### config.mk
export PLATFORM = sky130hd
export DESIGN_NAME = rc_alu
export DESIGN_NICKNAME = d
export VERILOG_FILES = /design/src/rtl/rc_alu_pkg.sv /design/src/rtl/rc_operand_mod.sv /design/src/rtl/rc_carry_chain.sv /design/src/rtl/rc_completion.sv /design/src/rtl/rc_alu.sv
export SDC_FILE = /design/constraint.sdc
export NUM_CORES = 1
export LEC_CHECK = 0
export BUFFER_PORTS_ARGS = -buffer_cell sky130_fd_sc_hd__buf_2
export CAP_MARGIN = 25
export CORE_ASPECT_RATIO = 1.25
export CORE_MARGIN = 2
export CORE_UTILIZATION = 25
export CTS_CLUSTER_SIZE = 16
export DETAILED_ROUTE_END_ITERATION = 7
export PLACE_DENSITY_LB_ADDON = 0.25
export SYNTH_ARGS = -nofsm -noshare
export SYNTH_HDL_FRONTEND = slang
export SYNTH_SLANG_ARGS = --single-unit
### constraint.sdc
create_clock -name clk -period 3.95 [get_ports clk]
set_clock_uncertainty 0.1 [all_clocks]
set_input_delay 0.1975 -clock clk [delete_from_list [all_inputs] [get_ports clk]]
set_output_delay 0.1975 -clock clk [all_outputs]
set_load 0.01 [all_outputs]
### src/rtl/rc_alu_pkg.sv
package rc_alu_pkg;

    localparam int ALU_W = 32;

    typedef enum logic [2:0] {
        OP_MOVE = 3'd0,
        OP_AND  = 3'd1,
        OP_OR   = 3'd2,
        OP_XOR  = 3'd3,
        OP_ADD  = 3'd4
    } alu_op_e;

    typedef enum logic [1:0] {
        MOD_PASS = 2'd0,
        MOD_INV  = 2'd1,
        MOD_ZERO = 2'd2,
        MOD_ONES = 2'd3
    } bus_mod_e;

    // dual-rail carry: t = carry is one, f = carry is zero, both low = not yet known
    typedef struct packed {
        logic t;
        logic f;
    } dr_bit_t;

    function automatic logic dr_known(dr_bit_t d);
        return d.t | d.f;
    endfunction

    function automatic alu_op_e decode_op(logic [2:0] code);
        return (code <= 3'd4) ? alu_op_e'(code) : OP_MOVE;
    endfunction

endpackage

### src/rtl/rc_operand_mod.sv
module rc_operand_mod
    import rc_alu_pkg::*;
#(
    parameter int W = ALU_W
) (
    input  logic [1:0]   mode_i,
    input  logic [W-1:0] bus_i,
    output logic [W-1:0] bus_o
);

    always_comb begin
        unique case (bus_mod_e'(mode_i))
            MOD_PASS: bus_o = bus_i;
            MOD_INV:  bus_o = ~bus_i;
            MOD_ZERO: bus_o = '0;
            MOD_ONES: bus_o = '1;
            default:  bus_o = bus_i;
        endcase
    end

endmodule

### src/rtl/rc_carry_chain.sv
module rc_carry_chain
    import rc_alu_pkg::*;
#(
    parameter int W = ALU_W
) (
    input  logic         clk,
    input  logic         rst,
    input  logic         load_i,
    input  logic         arith_i,
    input  logic [W-1:0] new_a_i,
    input  logic [W-1:0] new_b_i,
    input  logic [W-1:0] held_a_i,
    input  logic [W-1:0] held_b_i,
    input  logic         held_cin_i,
    output logic [W-1:0] known_o,
    output logic [W-1:0] sum_o,
    output logic         cout_o
);

    dr_bit_t rails_q [W];
    dr_bit_t below   [W];

    assign below[0] = '{t: held_cin_i, f: ~held_cin_i};

    genvar gi;
    generate
        for (gi = 1; gi < W; gi++) begin : g_link
            assign below[gi] = rails_q[gi-1];
        end

        for (gi = 0; gi < W; gi++) begin : g_bit
            logic prop;
            assign prop = held_a_i[gi] ^ held_b_i[gi];

            always_ff @(posedge clk) begin
                if (rst) begin
                    rails_q[gi] <= '{t: 1'b0, f: 1'b0};
                end else if (load_i) begin
                    if (arith_i)
                        rails_q[gi] <= '{t: new_a_i[gi] & new_b_i[gi],
                                         f: ~new_a_i[gi] & ~new_b_i[gi]};
                    else
                        rails_q[gi] <= '{t: 1'b0, f: 1'b1};
                end else if (!dr_known(rails_q[gi]) && prop) begin
                    rails_q[gi] <= below[gi];
                end
            end

            assign known_o[gi] = dr_known(rails_q[gi]);
            assign sum_o[gi]   = prop ^ below[gi].t;

            assert_rails_exclusive_R4: assert property (@(posedge clk) disable iff (rst)
                !(rails_q[gi].t && rails_q[gi].f));
            assert_true_sticky_R4: assert property (@(posedge clk) disable iff (rst)
                (!load_i && rails_q[gi].t) |=> rails_q[gi].t);
            assert_false_sticky_R4: assert property (@(posedge clk) disable iff (rst)
                (!load_i && rails_q[gi].f) |=> rails_q[gi].f);
        end
    endgenerate

    assign cout_o = rails_q[W-1].t;

endmodule

### src/rtl/rc_completion.sv
module rc_completion #(
    parameter int W = 32
) (
    input  logic [W-1:0] known_i,
    output logic         all_o
);

    // pairwise reduction tree over the per-bit known flags
    localparam int LEAVES = 1 << $clog2(W);
    logic [2*LEAVES-2:0] node;

    genvar gi;
    generate
        for (gi = 0; gi < LEAVES; gi++) begin : g_leaf
            if (gi < W) begin : g_real
                assign node[LEAVES-1+gi] = known_i[gi];
            end else begin : g_pad
                assign node[LEAVES-1+gi] = 1'b1;
            end
        end
        for (gi = 0; gi < LEAVES-1; gi++) begin : g_inner
            assign node[gi] = node[2*gi+1] & node[2*gi+2];
        end
    endgenerate

    assign all_o = node[0];

endmodule

### src/rtl/rc_alu.sv
module rc_alu
    import rc_alu_pkg::*;
#(
    parameter int W = ALU_W
) (
    input  logic         clk,
    input  logic         rst,
    input  logic         req_i,
    input  logic [2:0]   op_i,
    input  logic [1:0]   a_mod_i,
    input  logic [1:0]   b_mod_i,
    input  logic [W-1:0] a_i,
    input  logic [W-1:0] b_i,
    input  logic         cin_i,
    output logic         done_o,
    output logic [W-1:0] res_o,
    output logic         cout_o,
    output logic         zero_o
);

    logic [W-1:0] a_m, b_m;
    logic [W-1:0] a_q, b_q;
    logic         cin_q;
    alu_op_e      op_q;
    logic         busy_q;
    logic         accept;
    logic         complete;
    logic [W-1:0] known;
    logic [W-1:0] sum;
    logic         chain_cout;
    alu_op_e      op_d;

    assign op_d   = decode_op(op_i);
    assign accept = req_i & ~busy_q;

    rc_operand_mod #(.W(W)) u_mod_a (.mode_i(a_mod_i), .bus_i(a_i), .bus_o(a_m));
    rc_operand_mod #(.W(W)) u_mod_b (.mode_i(b_mod_i), .bus_i(b_i), .bus_o(b_m));

    always_ff @(posedge clk) begin
        if (rst) begin
            busy_q <= 1'b0;
            a_q    <= '0;
            b_q    <= '0;
            cin_q  <= 1'b0;
            op_q   <= OP_MOVE;
        end else if (accept) begin
            busy_q <= 1'b1;
            a_q    <= a_m;
            b_q    <= b_m;
            cin_q  <= cin_i;
            op_q   <= op_d;
        end else if (done_o) begin
            busy_q <= 1'b0;
        end
    end

    rc_carry_chain #(.W(W)) u_chain (
        .clk        (clk),
        .rst        (rst),
        .load_i     (accept),
        .arith_i    (op_d == OP_ADD),
        .new_a_i    (a_m),
        .new_b_i    (b_m),
        .held_a_i   (a_q),
        .held_b_i   (b_q),
        .held_cin_i (cin_q),
        .known_o    (known),
        .sum_o      (sum),
        .cout_o     (chain_cout)
    );

    rc_completion #(.W(W)) u_done (.known_i(known), .all_o(complete));

    assign done_o = busy_q & complete;

    always_comb begin
        unique case (op_q)
            OP_AND:  res_o = a_q & b_q;
            OP_OR:   res_o = a_q | b_q;
            OP_XOR:  res_o = a_q ^ b_q;
            OP_ADD:  res_o = sum;
            default: res_o = a_q;
        endcase
    end

    assign cout_o = (op_q == OP_ADD) & chain_cout;
    assign zero_o = ~|res_o;

    assert_done_pulse_R7: assert property (@(posedge clk) disable iff (rst)
        done_o |=> !done_o);
    assert_logic_one_cycle_R6: assert property (@(posedge clk) disable iff (rst)
        (accept && op_d != OP_ADD) |=> done_o);
    assert_busy_ignore_R8: assert property (@(posedge clk) disable iff (rst)
        (req_i && busy_q) |=> ($stable(a_q) && $stable(b_q) && $stable(op_q)));
    assert_hold_after_done_R7: assert property (@(posedge clk) disable iff (rst)
        (!busy_q && !req_i) |=> $stable(res_o));

endmodule

After elaboration in Yosys (flattened, before gate mapping) --
Memories as Yosys holds them, arrays and structs flattened. Cells that the tools add are included. Widths: inputs -> output; s select.
Operators by class: bitwise gates (word level) 361, muxes and demuxes 240, equality and inequality tests 11, reductions and logical operators 69, magnitude comparators 1
Operator list (count):
- $pmux 32 s4 | 3
- $mux 2 | 96
- $mux 1 | 140
- $or 1x1->1 | 128
- $and 1x1->1 | 98
- $not 1->1 | 66
- $not 32->32 | 2
- $xor 1x1->1 | 64
- $logic_not 1->1 | 33
- $and 32x32->32 | 1
- $logic_and 1x1->1 | 32
- $or 32x32->32 | 1
- $reduce_or 32->1 | 1
- $xor 32x32->32 | 1
- $eq 2x2->1 const B | 4
- $eq 3x2->1 const B | 2
- $eq 3x3->1 const B | 2
- $eq 2x1->1 const B | 2
- $logic_not 2->1 | 2
- $eq 3x1->1 const B | 1
- $le 3x3->1 const B | 1
- $mux 3 | 1
- $reduce_bool 2->1 | 1
Storage, ports and cells: memories kept 1, output and inout port bits 35, bits in registers 69, bits in writable memories 64, input port bits 75, logic and storage cells 688
Memories:
- u_chain.rails_q | words 32, bits a word 2, rd ports 32, clocked after Yosys merged registers in 0, wr ports 32, line rc_carry_chain.sv:20 | dr_bit_t rails_q [W];

Depth between registers and ports, before layout --
Gate-level depths: netlist of the first run.
word-level depth 10, depth in mapped cells 10, depth with buffers taken out 8

Modules after synthesis --
A second synthesis of the first run with hierarchy kept.
Second synthesis, totals: cell total of the unflattened synthesis 1228, area, all modules 10563.9 um^2
By module, submodules not included:
- rc_alu | cells an instance 605, area each 4750.8 um^2, instances 1, seq. area each 1381.3 um^2
- rc_carry_chain | cells an instance 470, area each 4210.3 um^2, instances 1, seq. area each 1921.8 um^2
- rc_operand_mod | cells an instance 71, area each 767.0 um^2, instances 2, seq. area each 0.0 um^2
- rc_completion | cells an instance 11, area each 68.8 um^2, instances 1, seq. area each 0.0 um^2

Least setup slack after synthesis of the first run --
OpenSTA, ideal clock, no wires.
path type register to output, from register op_q[1], to output zero_o, stages on the path, launching flop included 9, setup slack 1.469 ns, arrival time 2.183 ns, required time 3.652 ns, path buffers 2, path through dfxtp_1 -> or3b_1 -> buf_6 -> buf_6 -> nor2_1 -> a2bb2oi_1 -> o22ai_1 -> or4_4 -> nor4_2
On the way: cells in the longest elaborated chain, start to end 4, elaborated cells on any way between the ends 7, those cells by class eq/ne: 4; mux: 1; reduce/logical: 2
RTL lines:
- start, declared | line rc_alu.sv:24 | alu_op_e op_q;
- start signal, assigned | line rc_alu.sv:51 | op_q <= op_d;
- $eq 3x3->1, or another cell as far along | line rc_alu.sv:77 | unique case (op_q)
- $pmux 32 s4 (*) | line rc_alu.sv:77
- $reduce_or 32->1 (*) | line rc_alu.sv:87 | assign zero_o = ~|res_o;
- $logic_not 1->1 (*) | line rc_alu.sv:87
- end, declared | line rc_alu.sv:18 | output logic zero_o
Mark *: on every way between the ends. The rest lies on a longest branch, timed or not.

Worst setup path in the final report of the first run --
from register op_q[2], to output zero_o
Same word-level chain as after synthesis.

==> results of run 1 <==
==> power groups by stage <==
stage	Sequential, uW	Combinational (uW)	Clock (uW)
after floorplan	1680	683	0
after global placement	1730	1040	0
after detailed placement	1730	1040	0
after CTS	1700	1050	1670
after global routing	1720	1150	1730
final	1700	1040	1640
==> critical path: stages, from the launching register on <==
cell,delay [ns]
dfxtp_1,0.48
or3b_1,0.40
buf_4,0.26
nor2_1,0.15
a2bb2oi_1,0.20
o22ai_1,0.14
or4b_1,0.53
nor4_2,0.45
buf_2,0.21
==> routing by layer <==
metal | part of all wire, % | wire length (um) | track usage (%) | up-vias
li1 | - | - | - | 4242
met1 | 44 | 14490 | 21.30 | 4115
met2 | 50 | 16460 | 29.34 | 226
met3 | 4.2 | 1393 | 2.612 | 40
met4 | 2.0 | 665 | 4.892 | 0
met5 | 0 | 0 | 0 | -
==> state kept, by name, summed over array words and instances, names as in the netlist <==
signal	count
a_q	32
b_q	32
busy_q	1
cin_q	1
op_q	3
u_chain.rails_q	64
==> logic make-up after synthesis <==
logic type | after synthesis | synth area share (%)
AND/OR/NAND/NOR | 517 | 26.66
XOR/XNOR | 97 | 8.992
AO/OA/AOI/OAI | 229 | 14.93
buffers and inverters | 142 | 5.986
adder cells (fa/ha/maj) | 64 | 8.476
flip-flops | 133 | 34.96
==> path summary, 6_finish.rpt <==
| check | end | slack [ns] | cells past startpoint |
|---|---|---|---|
| setup / recovery | zero_o | 0.41 | 8 |
| hold / removal | op_q[1]$_SDFFE_PP0P_ | 0.04 | 3 |
| setup reg to reg | busy_q$_SDFFE_PP0P_ | 0.95 | 6 |
| hold reg to reg | b_q[14]$_SDFFE_PP0P_ | 0.39 | 2 |
==> area by class of cell <==
| class | instances | area [um^2] |
|---|---|---|
| timing repair buffer | 134 | 758.2 |
| fill | 3998 | 26130 |
| inverter | 68 | 255.2 |
| tap | 486 | 608.1 |
| clock buffer | 17 | 425.4 |
| multi-input combinational | 907 | 5613 |
| sequential | 133 | 3304 |
| clock inverter | 15 | 168.9 |
==> metrics by stage <==
step / area (um^2) / total power (uW)
CTS: 11130 / 4422
detailed placement: 10490 / 2771
global placement: 10490 / 2768
finish: 11130 / 4384
global route: 11130 / 4599
floorplan: 9448 / 2366
==> repair_timing <==
action	4_1_cts	5_1_grt
endpoints found under the setup margin	0	0
hold buffers	5	0
endpoints found under the hold margin	4	0
==> layout by cell type, fill, tap and decap left out, types with 3 or more instances in the layout <==
cell type	n
dfxtp_1	68
clkbuf_16	17
a21oi_1	42
o32ai_1	5
nand4_1	64
a2bb2oi_2	3
xor2_1	28
nor2_2	3
nand2b_1	30
a2bb2oi_1	19
or2_2	10
a22oi_1	5
nand3_1	50
edfxtp_1	64
o22ai_1	18
nor2_1	112
and2_1	10
xnor2_1	68
or4_1	3
inv_6	6
nand2_1	155
a22o_1	3
clkinvlp_4	3
nor2b_1	64
o31ai_1	31
nor4_1	6
o32a_1	4
dlygate4sd3_1	5
buf_2	109
ha_1	64
buf_4	19
inv_1	68
o21ai_0	98
==> results.yml, run 1 <==
logic_synthesis:
  syn_nets: 1321
  syn-instance-count: 1182
  synth_edf_count: 64
  syn_area_per_cell_um2: 7.993
  synth_seq_cells: 133
  ys_seq_area_share_pct: 34.96
  yosysWarnings: 0
  synth_top_cell_area_share_pct: 20.34
  synth_most_common_cell: "nand2_1"
  synth_area_leaders: "edfxtp_1 (20%), dfxtp_1 (15%), ha_1 (8.5%), xnor2_1 (6.4%), nand2_1 (6.2%)"
  synth_flop_cell: "dfxtp_1"
  synthTopCellsByCount: "nand2_1 (155), nor2_1 (113), o21ai_0 (98)"
  async_flop_share_pct: 0
  synth_top_cell_by_area: "edfxtp_1"
  synth_area_um2: 9448
  ys_types: 38
global_route:
  grt_max_degree: 164
  grt_overflow: 0
  grt_pass1_vias: 8512
  grt_pass1_wl_um: 50540
  antenna_found_initial: 0
  track_usage_pct: 16.87
run_status:
  outcome: "completed"
timing:
  slew_headroom_pct: 37.63
  clock.fmax_mhz: 282.1
  fin_tns_setup_ns: 0
  worst_pin_slew_ns: 0.9310
  setup_slack_ns: 0.4052
  setup_viol_count_final: 0
  finalHoldViolCount: 0
  timing.hold.ws_ns: 0.04125
  finalCritPeriodShare_pct: 89.74
  min_period_ns: 3.545
  drv_slew: 0
  rsz0062_at_grt: "no"
pwr:
  swShare_pct: 33.88
  clkPwrFrac_pct: 37.5
  pwr_density_cell_nw_per_um2: 393.8
  internal_power_uw: 2899
  switchingPower_uw: 1485
  peakVddDrop_mv: 0.2139
  power.leakage_uw: 0.004401
  combPwrFrac_pct: 23.7
  seqPwrFrac_pct: 38.9
floorplanning:
  fp.dieW_um: 177.9
  io_pins: 110
  initial_core_util_pct: 25.35
  die_area_um2: 39370
  num_rows: 79
  dieHeight_um: 221.3
  core_area_um2: 37260
placement:
  numPlacedInstances: 1723
  dp_hpwl_um: 24250
  portBuffers: 109
  post-place-ws_ns: 0.8329
  gp_congestion: 0.8274
critical_path:
  critical_path_class: "register to output port"
  critPathLaunch: "op_q[2]$_SDFFE_PP0P_"
  crit_path_start_kind: "register"
  worstPathMaxFanout: 25
  critPathArrivalTime_ns: 3.25
  regToRegStartpoint: "u_chain.rails_q[0][3]$_DFFE_PP_"
  endpoint_kind: "output port"
  required_ns: 3.65
route:
  route.detailed.drc: 0
  via_count: 8623
  via_per_inst: 4.899
  dr.pass1.iters: 5
  wire_per_inst_um: 18.76
  totalWireLength_um: 33010
  postRouteAntennaNets: 0
  drtIter0Drc: 600
clock_tree:
  cts_setup_buffers: 0
  ctsLongestPathBuffers: 2
  cts-root-buf: "clkbuf_16"
  cts_resized: 0
  path_clk_slew_ns: 0.06
  cts_sinks: 133
  worstSkewPairLatency_ns: 0.44
  h-tree-depth: 4
  cts_tree: "built"
  cts_buffers: 17
layout:
  diodes: 0
  final_nets: 1400
  post-route-util_pct: 29.88
  syn_to_final_growth_pct: 17.84
  drive_gt1_share_pct: 14.36
  instances_no_fill: 1760
worst_hold_path:
  hold_class: "input port to register"
  hold_start: "op_i[2]"
job:
  maxCapViolations: 0
Note: power is estimated with default switching activity, not from simulation.
==> inputs of run 2 (changes only) <==
--- a/config.mk
+++ b/config.mk
@@ -5,6 +5,8 @@
 export SDC_FILE = /design/constraint.sdc
 export NUM_CORES = 1
 export LEC_CHECK = 0
+export ABC_AREA = 1
+export ABC_CLOCK_PERIOD_IN_PS = 3950
 export BUFFER_PORTS_ARGS = -buffer_cell sky130_fd_sc_hd__buf_2
 export CAP_MARGIN = 25
 export CORE_ASPECT_RATIO = 1.25
@@ -12,7 +14,7 @@
 export CORE_UTILIZATION = 25
 export CTS_CLUSTER_SIZE = 16
 export DETAILED_ROUTE_END_ITERATION = 7
-export PLACE_DENSITY_LB_ADDON = 0.25
+export PLACE_DENSITY = 0.49
 export SYNTH_ARGS = -nofsm -noshare
 export SYNTH_HDL_FRONTEND = slang
 export SYNTH_SLANG_ARGS = --single-unit
==> results.yml, run 2 <==
run_status:
  outcome: "completed"
logic_synthesis:
  synth_edf_count: 64
  synth_top_cell_area_share_pct: 20.75
  synth_compound_area_share_pct: 16.03
  syn-instance-count: 1346
  synth_most_common_cell: "inv_1"
  yosysWarnings: 0
  synth_top_family_by_area: "simple AND/OR/NAND/NOR gates"
  ys_seq_area_share_pct: 35.66
  synth_flop_cell: "dfxtp_1"
  synth_top_cell_by_area: "edfxtp_1"
  synth_area_um2: 9263
  syn_nets: 1485
  synth_seq_cells: 133
  synth_simple_gate_area_share_pct: 26.76
  synth-xor-area-share_pct: 0.6619
  synthMuxAreaShare_pct: 0
  synthAdderAreaFrac_pct: 8.645
  async_flop_share_pct: 0
  ys_types: 28
  synth_area_leaders: "edfxtp_1 (21%), dfxtp_1 (15%), inv_1 (9.2%), nand2_1 (9.0%), ha_1 (8.6%)"
  synthTopCellsByCount: "inv_1 (228), nand2_1 (222), nor2_1 (205)"
  syn_area_per_cell_um2: 6.882
layout:
  diodes: 0
  layout_commonest_cell: "inv_1"
  largest_registers: "u_chain.rails_q: 64 flops, a_q: 32 flops, b_q: 32 flops"
  syn_to_final_growth_pct: 18.57
  final_nets: 1578
  drive_gt1_share_pct: 12.19
  layout_common_cells: "inv_1 (226), nand2_1 (221), nor2_1 (204)"
  largest_reg_flops: 64
  top_register: "u_chain.rails_q"
  instances_no_fill: 1932
clock_tree:
  cts-root-buf: "clkbuf_16"
  worstSkewPairLatency_ns: 0.44
  cts_buffers: 17
  h-tree-depth: 4
  path_clk_slew_ns: 0.06
  cts_tree: "built"
  cts_resized: 0
  cts_setup_buffers: 0
  ctsLongestPathBuffers: 2
  cts_sinks: 133
  hold_buffers: 9
global_route:
  track_usage_pct: 17.95
  grt_overflow: 0
  grt_pass1_vias: 8979
  grt_pass1_wl_um: 52210
  antenna_found_initial: 0
  grt_max_degree: 72
critical_path:
  crit_path_start_kind: "register"
  critPathTopFamily: "simple AND/OR/NAND/NOR gates"
  crit_top_cell: "nor2_1"
  crit_chain: "inv_2 -> nand3_1 -> buf_4 -> nor2_1 -> nor2_1 -> nand3_1 -> nor2_1 -> nand2_1 -> nor2_1 -> nand2_1 -> nor2_1 -> buf_2"
  endpoint_kind: "output port"
  critical_path_class: "register to output port"
  critPathArrivalTime_ns: 3.25
  required_ns: 3.65
  slowest_stage: "nand3_1"
  slowest_delay_ns: 0.53
  crit_buf_inv: 3
  worstPathMaxFanout: 13
route:
  totalWireLength_um: 34930
  route.detailed.drc: 0
  drtIter0Drc: 612
  wire_per_inst_um: 18.08
  via_per_inst: 4.827
  postRouteAntennaNets: 0
  via_count: 9326
  dr.pass1.iters: 5
timing:
  fin_tns_setup_ns: 0
  clock.fmax_mhz: 281.9
  setup_viol_count_final: 0
  finalCritPeriodShare_pct: 89.80
  worst_pin_slew_ns: 1.054
  drv_slew: 0
  slew_headroom_pct: 29.49
  min_period_ns: 3.547
  rsz0062_at_grt: "no"
  finalHoldViolCount: 0
floorplanning:
  initial_core_util_pct: 25.45
  core_area_um2: 36400
  die_area_um2: 38620
  num_rows: 78
  fp.dieW_um: 176.2
  io_pins: 110
  dieHeight_um: 219.2
pwr:
  power.leakage_uw: 0.004994
  pwr_density_cell_nw_per_um2: 379.9
  peakVddDrop_mv: 0.2738
placement:
  portBuffers: 109
  dp_hpwl_um: 25140
  gp_congestion: 0.8232
  numPlacedInstances: 1891
worst_hold_path:
  hold_class: "input port to register"
job:
  maxCapViolations: 0
[run 2: changes by cell type after synthesis, sizes merged, moves of 22 or more]
| cell | before | now |
|---|---|---|
| a21oi | 43 | 66 |
| a2bb2oi | 22 | 0 |
| inv | 68 | 234 |
| nand2 | 155 | 223 |
| nand2b | 30 | 0 |
| nand3 | 51 | 132 |
| nand4 | 64 | 1 |
| nor2 | 115 | 206 |
| nor2b | 64 | 0 |
| o21ai | 98 | 75 |
| o22ai | 18 | 64 |
| o31ai | 31 | 5 |
| o32ai | 5 | 27 |
| xnor2 | 69 | 0 |
[run 2: worst register-to-register path, cell delays in order (launching register included)]
cell and delay, ns:
dfxtp_1 0.31, inv_1 0.08, nand2_1 0.08, nor2_1 0.13, nand2_1 0.09, inv_1 0.71
buf_4 0.42, nand3_1 0.12, a31oi_1 0.15
[run 2: metal layers]
metal / track usage [%] / part of all wire [%] / wire length (um)
met5: 0 / 0 / 0
met4: 5.317 / 2.1 / 721
met3: 2.859 / 5.3 / 1840
met2: 32.43 / 50 / 17310
met1: 21.77 / 43 / 15050
[run 2: final timing paths]
kind | start | to | slack [ns] | depth (start not counted)
setup / recovery | op_q[0]$_SDFFE_PP0P_ | zero_o | 0.40 | 12
hold / removal | a_i[29] | a_q[29]$_SDFFE_PP0P_ | 0.01 | 3
setup reg to reg | busy_q$_SDFFE_PP0P_ | u_chain.rails_q[0][4]$_DFFE_PP_ | 1.61 | 8
hold reg to reg | b_q[4]$_SDFFE_PP0P_ | b_q[4]$_SDFFE_PP0P_ | 0.41 | 2
[run 2: metrics by stage]
step                worst slack (ns)  utilization (%)  hold slack, ns  area [um^2]  power (uW)
floorplan                      2.033                -          0.2102         9263        2176
global placement              0.8979            28.28          0.3473        10290        2500
detailed placement            0.8792            28.28          0.3590        10290        2505
CTS                           0.4069            30.17        0.001622        10980        4192
global route                  0.2276            30.17         0.02746        10980        4358
finish                        0.4031            30.17         0.01457        10980        4172
[run 2: layout make-up]
cell class	count	area, um^2
clock buffers	21	440.4
clock inverters	11	158.9
fillers	4056	25420
inverters	234	878.3
multi-input cells	917	4831
flip-flops and latches	133	3303
well taps	480	600.6
repair buffers	136	770.7
[run 2: cells by family after synthesis]
family | after synthesis
compound gates | 253
xor+xnor | 7
fa+ha+maj | 64
buf+inv | 296
flops | 133
simple gates | 593
[run 2: where the power goes]
| part | internal, uW | switching (uW) |
|---|---|---|
| Combinational | 268 | 562 |
| Sequential | 1570 | 85.0 |
| Clock | 1050 | 642 |
| Total | 2880 | 1290 |
